File: src/rtl/gic_pkg.sv
package gic_pkg;
  localparam int NSRC = 3;
  localparam int SRC_OOM   = 0;
  localparam int SRC_FLUSH = 1;
  localparam int SRC_FRAME = 2;

  localparam int OFS_PENDING = 0;
  localparam int OFS_EN_SET  = 1;
  localparam int OFS_EN_CLR  = 2;
  localparam int OFS_BASE    = 3;
  localparam int OFS_SIZE    = 4;
endpackage

File: src/rtl/gic_pending.sv
module gic_pending #(
  parameter int N = 3
) (
  input  logic         clk,
  input  logic         rst,
  input  logic [N-1:0] set_i,
  input  logic [N-1:0] clr_i,
  output logic [N-1:0] pend_o
);
  for (genvar i = 0; i < N; i++) begin : g_bit
    logic q;
    always_ff @(posedge clk) begin
      if (rst)           q <= 1'b0;
      else if (set_i[i]) q <= 1'b1;
      else if (clr_i[i]) q <= 1'b0;
    end
    assign pend_o[i] = q;

    // a set in the same cycle as a clear leaves the bit high
    a_r4_set_wins: assert property (@(posedge clk) disable iff (rst)
      set_i[i] |=> pend_o[i]);
    // a clear with no set drops the bit
    a_r3_clear_drops: assert property (@(posedge clk) disable iff (rst)
      (clr_i[i] && !set_i[i]) |=> !pend_o[i]);
    // with neither a set nor a clear the bit holds
    a_r3_zero_holds: assert property (@(posedge clk) disable iff (rst)
      (!clr_i[i] && !set_i[i]) |=> $stable(pend_o[i]));
  end
endmodule

File: src/rtl/gic_mask.sv
module gic_mask #(
  parameter int N = 3
) (
  input  logic         clk,
  input  logic         rst,
  input  logic         set_wr,
  input  logic         clr_wr,
  input  logic [N-1:0] wbits,
  output logic [N-1:0] en_o
);
  logic [N-1:0] en_q;

  always_ff @(posedge clk) begin
    if (rst)         en_q <= '0;
    else if (set_wr) en_q <= en_q | wbits;
    else if (clr_wr) en_q <= en_q & ~wbits;
  end
  assign en_o = en_q;

  for (genvar i = 0; i < N; i++) begin : g_chk
    // a set write with a one in this bit enables the source
    a_r5_set_bit: assert property (@(posedge clk) disable iff (rst)
      (set_wr && wbits[i]) |=> en_o[i]);
    // a clear write with a one in this bit disables the source
    a_r6_clr_bit: assert property (@(posedge clk) disable iff (rst)
      (clr_wr && !set_wr && wbits[i]) |=> !en_o[i]);
    // a zero data bit leaves the mask bit untouched
    a_r6_zero_ignored: assert property (@(posedge clk) disable iff (rst)
      ((set_wr || clr_wr) && !wbits[i]) |=> $stable(en_o[i]));
  end
endmodule

File: src/rtl/gic_pool.sv
module gic_pool #(
  parameter int DW = 32
) (
  input  logic          clk,
  input  logic          rst,
  input  logic          base_wr,
  input  logic          size_wr,
  input  logic [DW-1:0] wdata,
  input  logic          oom_evt,
  output logic [DW-1:0] base_o,
  output logic [DW-1:0] size_o,
  output logic          load_o,
  output logic          oom_hold_o
);
  logic [DW-1:0] base_q, size_q;
  logic          armed_q, load_q, hold_q;
  logic          accept;

  assign accept = size_wr && armed_q;

  always_ff @(posedge clk) begin
    if (rst) begin
      base_q  <= '0;
      size_q  <= '0;
      armed_q <= 1'b0;
      load_q  <= 1'b0;
      hold_q  <= 1'b0;
    end else begin
      if (base_wr) base_q <= wdata;
      if (size_wr) size_q <= wdata;
      if (base_wr)     armed_q <= 1'b1;
      else if (accept) armed_q <= 1'b0;
      load_q <= accept;
      hold_q <= oom_evt || (hold_q && !accept);
    end
  end

  assign base_o     = base_q;
  assign size_o     = size_q;
  assign load_o     = load_q;
  assign oom_hold_o = hold_q;

  // the load strobe lasts one cycle
  a_r10_load_single: assert property (@(posedge clk) disable iff (rst)
    load_o |=> !load_o);
  // a size write without a fresh base write keeps the condition
  a_r10_unarmed_size: assert property (@(posedge clk) disable iff (rst)
    (size_wr && !armed_q && !oom_evt) |=> ($stable(oom_hold_o) && !load_o));
  // an out-of-memory pulse always leaves the condition held
  a_r9_evt_holds: assert property (@(posedge clk) disable iff (rst)
    oom_evt |=> oom_hold_o);
endmodule

File: src/rtl/gpu_irq_ctrl.sv
module gpu_irq_ctrl #(
  parameter int DATA_W = 32,
  parameter int ADDR_W = 4
) (
  input  logic              clk,
  input  logic              rst,
  input  logic [ADDR_W-1:0] bus_addr,
  input  logic [DATA_W-1:0] bus_wdata,
  input  logic              bus_we,
  input  logic              bus_re,
  output logic [DATA_W-1:0] bus_rdata,
  input  logic              ev_flush_done,
  input  logic              ev_frame_done,
  input  logic              ev_out_of_mem,
  output logic [DATA_W-1:0] pool_base,
  output logic [DATA_W-1:0] pool_size,
  output logic              pool_load,
  output logic              irq
);
  import gic_pkg::*;

  localparam logic [ADDR_W-1:0] A_PEND = ADDR_W'(OFS_PENDING);
  localparam logic [ADDR_W-1:0] A_ESET = ADDR_W'(OFS_EN_SET);
  localparam logic [ADDR_W-1:0] A_ECLR = ADDR_W'(OFS_EN_CLR);
  localparam logic [ADDR_W-1:0] A_BASE = ADDR_W'(OFS_BASE);
  localparam logic [ADDR_W-1:0] A_SIZE = ADDR_W'(OFS_SIZE);

  logic [NSRC-1:0] pend, en, set_v, clr_v;
  logic            wr_pend, wr_eset, wr_eclr, wr_base, wr_size;
  logic            oom_hold;
  logic [DATA_W-1:0] rd_mux, rdata_q;
  logic            irq_q;

  assign wr_pend = bus_we && (bus_addr == A_PEND);
  assign wr_eset = bus_we && (bus_addr == A_ESET);
  assign wr_eclr = bus_we && (bus_addr == A_ECLR);
  assign wr_base = bus_we && (bus_addr == A_BASE);
  assign wr_size = bus_we && (bus_addr == A_SIZE);

  always_comb begin
    set_v            = '0;
    set_v[SRC_OOM]   = ev_out_of_mem || oom_hold;
    set_v[SRC_FLUSH] = ev_flush_done;
    set_v[SRC_FRAME] = ev_frame_done;
    clr_v            = wr_pend ? bus_wdata[NSRC-1:0] : '0;
  end

  gic_pending #(.N(NSRC)) u_pend (
    .clk(clk), .rst(rst), .set_i(set_v), .clr_i(clr_v), .pend_o(pend)
  );

  gic_mask #(.N(NSRC)) u_mask (
    .clk(clk), .rst(rst), .set_wr(wr_eset), .clr_wr(wr_eclr),
    .wbits(bus_wdata[NSRC-1:0]), .en_o(en)
  );

  gic_pool #(.DW(DATA_W)) u_pool (
    .clk(clk), .rst(rst), .base_wr(wr_base), .size_wr(wr_size),
    .wdata(bus_wdata), .oom_evt(ev_out_of_mem),
    .base_o(pool_base), .size_o(pool_size), .load_o(pool_load),
    .oom_hold_o(oom_hold)
  );

  always_comb begin
    rd_mux = '0;
    case (bus_addr)
      A_PEND:         rd_mux[NSRC-1:0] = pend;
      A_ESET, A_ECLR: rd_mux[NSRC-1:0] = en;
      A_BASE:         rd_mux = pool_base;
      A_SIZE:         rd_mux = pool_size;
      default:        rd_mux = '0;
    endcase
  end

  always_ff @(posedge clk) begin
    if (rst) begin
      rdata_q <= '0;
      irq_q   <= 1'b0;
    end else begin
      rdata_q <= bus_re ? rd_mux : '0;
      irq_q   <= |(pend & en);
    end
  end

  assign bus_rdata = rdata_q;
  assign irq       = irq_q;

  // an enabled pending source raises the line one cycle later
  a_r8_irq_high: assert property (@(posedge clk) disable iff (rst)
    (|(pend & en)) |=> irq);
  // with nothing enabled and pending the line falls one cycle later
  a_r8_irq_low: assert property (@(posedge clk) disable iff (rst)
    !(|(pend & en)) |=> !irq);
  // while the condition holds, bit 0 stays pending
  a_r9_oom_sticky: assert property (@(posedge clk) disable iff (rst)
    oom_hold |=> pend[SRC_OOM]);
  // no read strobe gives zero read data
  a_r11_idle_zero: assert property (@(posedge clk) disable iff (rst)
    !bus_re |=> (bus_rdata == '0));
endmodule

File: config.mk
export PLATFORM = sky130hd
export DESIGN_NAME = gpu_irq_ctrl
export DESIGN_NICKNAME = d
export VERILOG_FILES = /design/src/rtl/gic_pkg.sv /design/src/rtl/gic_pending.sv /design/src/rtl/gic_mask.sv /design/src/rtl/gic_pool.sv /design/src/rtl/gpu_irq_ctrl.sv
export SDC_FILE = /design/constraint.sdc
export NUM_CORES = 1
export LEC_CHECK = 0
export ABC_AREA = 1
export BUFFER_PORTS_ARGS = -buffer_cell sky130_fd_sc_hd__buf_4
export CORE_ASPECT_RATIO = 0.8
export CORE_UTILIZATION = 50
export DETAILED_ROUTE_END_ITERATION = 12
export GPL_TIMING_DRIVEN = 0
export PLACE_DENSITY = 0.8
export SLEW_MARGIN = 10
export SYNTH_ARGS = -nofsm -noshare
export SYNTH_HDL_FRONTEND = slang
export SYNTH_SLANG_ARGS = --single-unit
export TNS_END_PERCENT = 10
File: constraint.sdc
create_clock -name clk -period 1.2 [get_ports clk]
set_input_delay 0.12 -clock clk [delete_from_list [all_inputs] [get_ports clk]]
set_output_delay 0.12 -clock clk [all_outputs]
set_load 0.02 [all_outputs]
==> results.yml, run 1 <==
run_status:
  outcome: "complete, no violations"
die:
  fp.dieW_um: 103
  die-area_um2: 8570
  die_h_um: 83.0
  io_pins: 141
  row_count: 29
  initial_utilization: 0.516
  core_um2: 7950
yosys:
  ys_warn_count: 0
  ys_seq_area_frac: 0.518
  syn_inst: 503
  yosysUniqueCellTypes: 21
  syn_nets: 546
  avgSynthCellArea_um2: 8.15
  synth_seq_cells: 106
  syn-cell-area_um2: 4100
worst_setup_path:
  path_max_fanout: 3
  path_buf_inv: 1
  cpMaxStageDelayCell: "dfxtp_1"
  path_cells: "buf_4"
  cp_top_family: "flip-flops"
  crit_type: "reg2out"
  arrival_ns: 0.94
  cpPeakStageDelay_ns: 0.41
  startpoint_type: "flop"
  cp.required_ns: 1.08
  end_kind: "output port"
cells_and_area:
  area_growth_pct: 34.6
  final_util: 0.694
  drive_gt1_frac: 0.289
  num_antenna_cells: 0
  nFillCells: 689
  regArea_um2: 2120
  final_common_cell: "buf_4"
  multi_input_area_um2: 1340
  final_cell_mix: "buf_4, dfxtp_1, inv_1"
  nNetsFinal: 700
routing:
  drc: 0
  drtIter0Drc: 162
  drt_wl_total_um: 11000
  wl_per_cell_um: 14.3
  drt_pass1_iterations: 5
  vias_per_cell: 5.18
  vias: 3985
  ant_nets: 0
grt:
  grt_usage: 0.258
  grt_pass1_vias: 3583
  grt-ovfl-total: 0
  grt_max_degree: 19
  grt_pass1_wl_um: 17000
  antenna_found_initial: 0
sta:
  drv_slew: 0
  min_period_ns: 1.06
  hold_ws_ns: 0.0178
  finClkSkew_ns: 0.00888
  finalHoldViolations: 0
  fin_setup_tns_ns: 0
  grt_setup_unrepaired: "no"
  timing.fmax_mhz: 943
  setup_violations: 0
  slew_headroom: 0.638
  worst_pin_slew_ns: 0.543
  finalCritPeriodShare: 0.884
  worst_slack_ns: 0.139
hold_path:
  hp-class: "in2reg"
clock_network:
  clock_latency_ns: 0.37
  cts-buffers-inserted: 9
  tritoncts: "built"
  cts_root_buffer: "clkbuf_8"
  htree_levels: 3
  cts_resized: 0
  clkTransAtPathRegs_ns: 0.11
  holdBufCountCts: 4
  clock_path_buffers: 2
  post_cts_buffers: 0
  clock-sinks: 106
pwr:
  power_density_nw_per_um2: 1160
  ir_drop_mv: 0.938
  leakage_nw: 2.27
placement:
  dp_slack_ns: -0.120
  io_buffers: 139
  dp_hpwl_um: 7980
  gp_congestion: 0.931
run:
  maxCapViolations: 0
## layout make-up
| class | count | share of cell area |
|---|---|---|
| Clock inverter | 5 | 0.00839 |
| Tap cell | 108 | 0.0245 |
| Buffer | 32 | 0.0447 |
| Timing Repair Buffer | 143 | 0.196 |
| Inverter | 104 | 0.0708 |
| Sequential cell | 106 | 0.385 |
| Multi-Input combinational cell | 261 | 0.243 |
| Clock buffer | 11 | 0.0275 |
## cells in the mapped netlist
library cell / number / area share
buf_1: 2 / 0.0018
inv_2: 1 / 0.00091
o22ai_2: 10 / 0.031
o21ai_0: 26 / 0.032
nand3_2: 1 / 0.0024
nor2_1: 54 / 0.049
nand4_1: 9 / 0.014
buf_4: 3 / 0.0055
nand2_1: 19 / 0.017
dfxtp_1: 106 / 0.52
nor2_2: 1 / 0.0015
a21oi_1: 67 / 0.082
o21ai_1: 41 / 0.050
inv_1: 103 / 0.094
nand3_1: 11 / 0.013
buf_2: 2 / 0.0024
nor2_4: 1 / 0.0027
buf_6: 15 / 0.041
o22ai_1: 19 / 0.029
nand2_2: 2 / 0.0031
clkbuf_1: 10 / 0.0092
## kinds of logic (layout without fill, tap and decap cells)
| logic type | after synthesis | in the layout | share of synthesized area |
|---|---|---|---|
| buffers and inverters | 136 | 295 | 0.155 |
| AO/OA/AOI/OAI | 163 | 163 | 0.223 |
| flip-flops | 106 | 106 | 0.518 |
| AND/OR/NAND/NOR | 98 | 98 | 0.104 |
## where the power goes
group	switching, W	internal [W]	total, W
Sequential	0.0000398	0.00358	0.00362
Clock	0.00124	0.000898	0.00214
Combinational	0.000362	0.000261	0.000623
Total	0.00165	0.00474	0.00638
## layer usage
layer / wire [µm] / GRT usage / part of all wire / up-vias
met4: 162 / 0.0781 / 0.015 / 0
met1: 4640 / 0.335 / 0.42 / 1855
met5: 0 / 0 / 0 / -
met3: 1040 / 0.0724 / 0.094 / 18
li1: - / - / - / 1925
met2: 5150 / 0.413 / 0.47 / 187
## stage by stage
step	instance area [µm²]	cells	total power, W
2_1_floorplan	4100	503	0.00401
3_3_place_gp	5280	750	0.00429
3_5_place_dp	5280	750	0.00431
4_1_cts	5520	770	0.00642
5_1_grt	5520	770	0.00660
6_report	5520	770	0.00638
## path summary, 6_finish.rpt
path                     start          endpoint  slack (ns)  depth (start not counted)
max           u_pool.size_o[0]      pool_size[0]        0.14                          1
min               bus_wdata[7]  u_pool.size_o[7]        0.02                          3
max reg2reg  u_pool.base_o[18]     bus_rdata[18]        0.39                          4
min reg2reg     u_pool.armed_q    u_pool.armed_q        0.47                          2
## tightest hold or removal path, cell delays in order
cell     delay, ns
buf_4         0.09
o21ai_1       0.06
a21oi_1       0.09
## registers in the layout (all words and copies together), names as in the netlist, named ones only
signal,count
u_pool.load_o,1
u_pool.size_o,32
u_pool.oom_hold_o,1
u_pool.armed_q,1
u_pool.base_o,32
irq,1
u_pend.g_bit.q,3
bus_rdata,32
No activity file was read; power rests on OpenSTA's default activity.
==> inputs of run 2 (changes only) <==
Settings changed: CORE_MARGIN set to 4, CORE_UTILIZATION 50 to 45, PLACE_DENSITY 0.8 to 0.76.
Clock period 1.2 ns to 0.9 ns, I/O delays scaled along.
==> results.yml, run 2 (synthesis results as in run 1) <==
routing:
  ant_nets: 0
  vias_per_cell: 5.10
  drtIter0Drc: 213
  drt_pass1_iterations: 5
  drt_wl_total_um: 12300
  drc: 0
  vias: 3950
  wl_per_cell_um: 15.8
grt:
  grt_usage: 0.223
  grt_use_met3: 0.0679
  grt-ovfl-total: 0
  antenna_found_initial: 0
  grt_pass1_wl_um: 19000
  gr-usage-met1: 0.288
  busiest_layer: "met2"
  met2_usage: 0.364
  grt_max_degree: 18
  grt_pass1_vias: 3847
sta:
  finClkSkew_ns: 0.00457
  setup_violations: 4
  min_period_ns: 0.915
  drv_slew: 0
  timing.fmax_mhz: 1090
  grt_setup_unrepaired: "yes"
  worst_slack_ns: -0.0150
  finalHoldViolations: 0
  slew_headroom: 0.730
  fin_setup_tns_ns: -0.0262
  worst_pin_slew_ns: 0.404
  hold_ws_ns: 0.0195
  finalCritPeriodShare: 1.02
die:
  initial_utilization: 0.473
  io_pins: 141
  die_h_um: 93.4
  die-area_um2: 10700
  fp.dieW_um: 115
  row_count: 30
  core_um2: 8670
worst_setup_path:
  cpMaxStageDelayCell: "dfxtp_4"
  worstSetupEndpoint: "pool_base[0]"
  crit_type: "reg2out"
  path_max_fanout: 3
  cpPeakStageDelay_ns: 0.36
  reg2reg_slack_ns: 0.05
  path_buf_inv: 1
  cp.required_ns: 0.81
  r2r-end: "bus_rdata[0]"
  reg2reg_depth: 5
  worst_r2r_startpoint: "u_pool.size_o[0]"
  startpoint_type: "flop"
  cp_top_family: "flip-flops"
  worstSetupStartpoint: "u_pool.base_o[0]"
  arrival_ns: 0.83
  path_depth: 1
  end_kind: "output port"
  path_cells: "buf_6"
cells_and_area:
  final_util: 0.707
  final_cell_mix: "inv_1, buf_6, dfxtp_2"
  nFillCells: 677
  regArea_um2: 2220
  area_growth_pct: 49.5
  multi_input_area_um2: 1380
  nNetsFinal: 702
  stdcell_area_um2: 6130
  num_antenna_cells: 0
  final_common_cell: "inv_1"
  drive_gt1_frac: 0.431
placement:
  dp_slack_ns: -0.411
  place_area_um2: 5300
  io_buffers: 139
  dp_hpwl_um: 8480
  gp_congestion: 0.849
run_status:
  violations: "setup timing"
  outcome: "finished with violations"
clock_network:
  cts_root_buffer: "clkbuf_16"
  clock_latency_ns: 0.34
  cts-buffers-inserted: 9
  clkTransAtPathRegs_ns: 0.07
  clock-sinks: 106
  htree_levels: 3
  tritoncts: "built"
  clock_path_buffers: 2
pwr:
  power_density_nw_per_um2: 1630
  ir_drop_mv: 1.03
  leakage_nw: 2.48
hold_path:
  hp-class: "in2reg"
run:
  maxCapViolations: 0
[run 2: changes by cell type in the layout (fill, tap and decap cells not counted), moves of 10 or more]
cell,previous run,this run
dfxtp_2,0,76
buf_6,15,97
clkbuf_8,11,1
dfxtp_1,106,29
buf_4,142,61
[run 2: repair_timing]
item                                    4_1_cts  5_1_grt
pin swaps                                     0        0
hold endpoints to repair                      5        0
hold buffers                                  4        0
endpoints found under the setup margin      100      126
resized for setup                           133       52
buffers inserted                              2        0
[run 2: how the worst min path moves through the flow]
stage,from,endpoint,slack (ns),cells past startpoint
final,bus_wdata[24],u_pool.size_o[24],0.02,3
after CTS,bus_wdata[24],u_pool.size_o[24],0.01,3
after detailed placement,rst,u_pool.armed_q,0.30,2
after global placement,rst,u_pool.armed_q,0.29,2
after global routing,bus_wdata[24],u_pool.size_o[24],0.03,3
after floorplan,rst,u_pool.armed_q,0.16,1
[run 2: through the flow]
step | cells | total power [W]
6_report | 775 | 0.0100
5_1_grt | 775 | 0.0104
4_1_cts | 775 | 0.0100
3_5_place_dp | 754 | 0.00575
3_3_place_gp | 754 | 0.00574
2_1_floorplan | 503 | 0.00535
[run 2: area by class of cell]
cell class                      instances  share of cell area
Inverter                              104              0.0643
Buffer                                 32              0.0449
Tap cell                              112              0.0229
Clock buffer                           10              0.0390
Timing Repair Buffer                  145               0.228
Sequential cell                       106               0.362
Clock inverter                          5              0.0139
Multi-Input combinational cell        261               0.224
[run 2: power breakdown]
group,switching [W],total (W),internal [W],leakage [nW]
combinational,0.000504,0.000908,0.000403,1.43
clock,0.00173,0.00425,0.00252,0.156
sequential,0.0000668,0.00485,0.00478,0.896
[run 2: per-layer routing]
metal	part of all wire	up-vias
li1	-	1927
met1	0.42	1838
met4	0.0077	0
met3	0.10	10
met5	0	-
met2	0.47	175
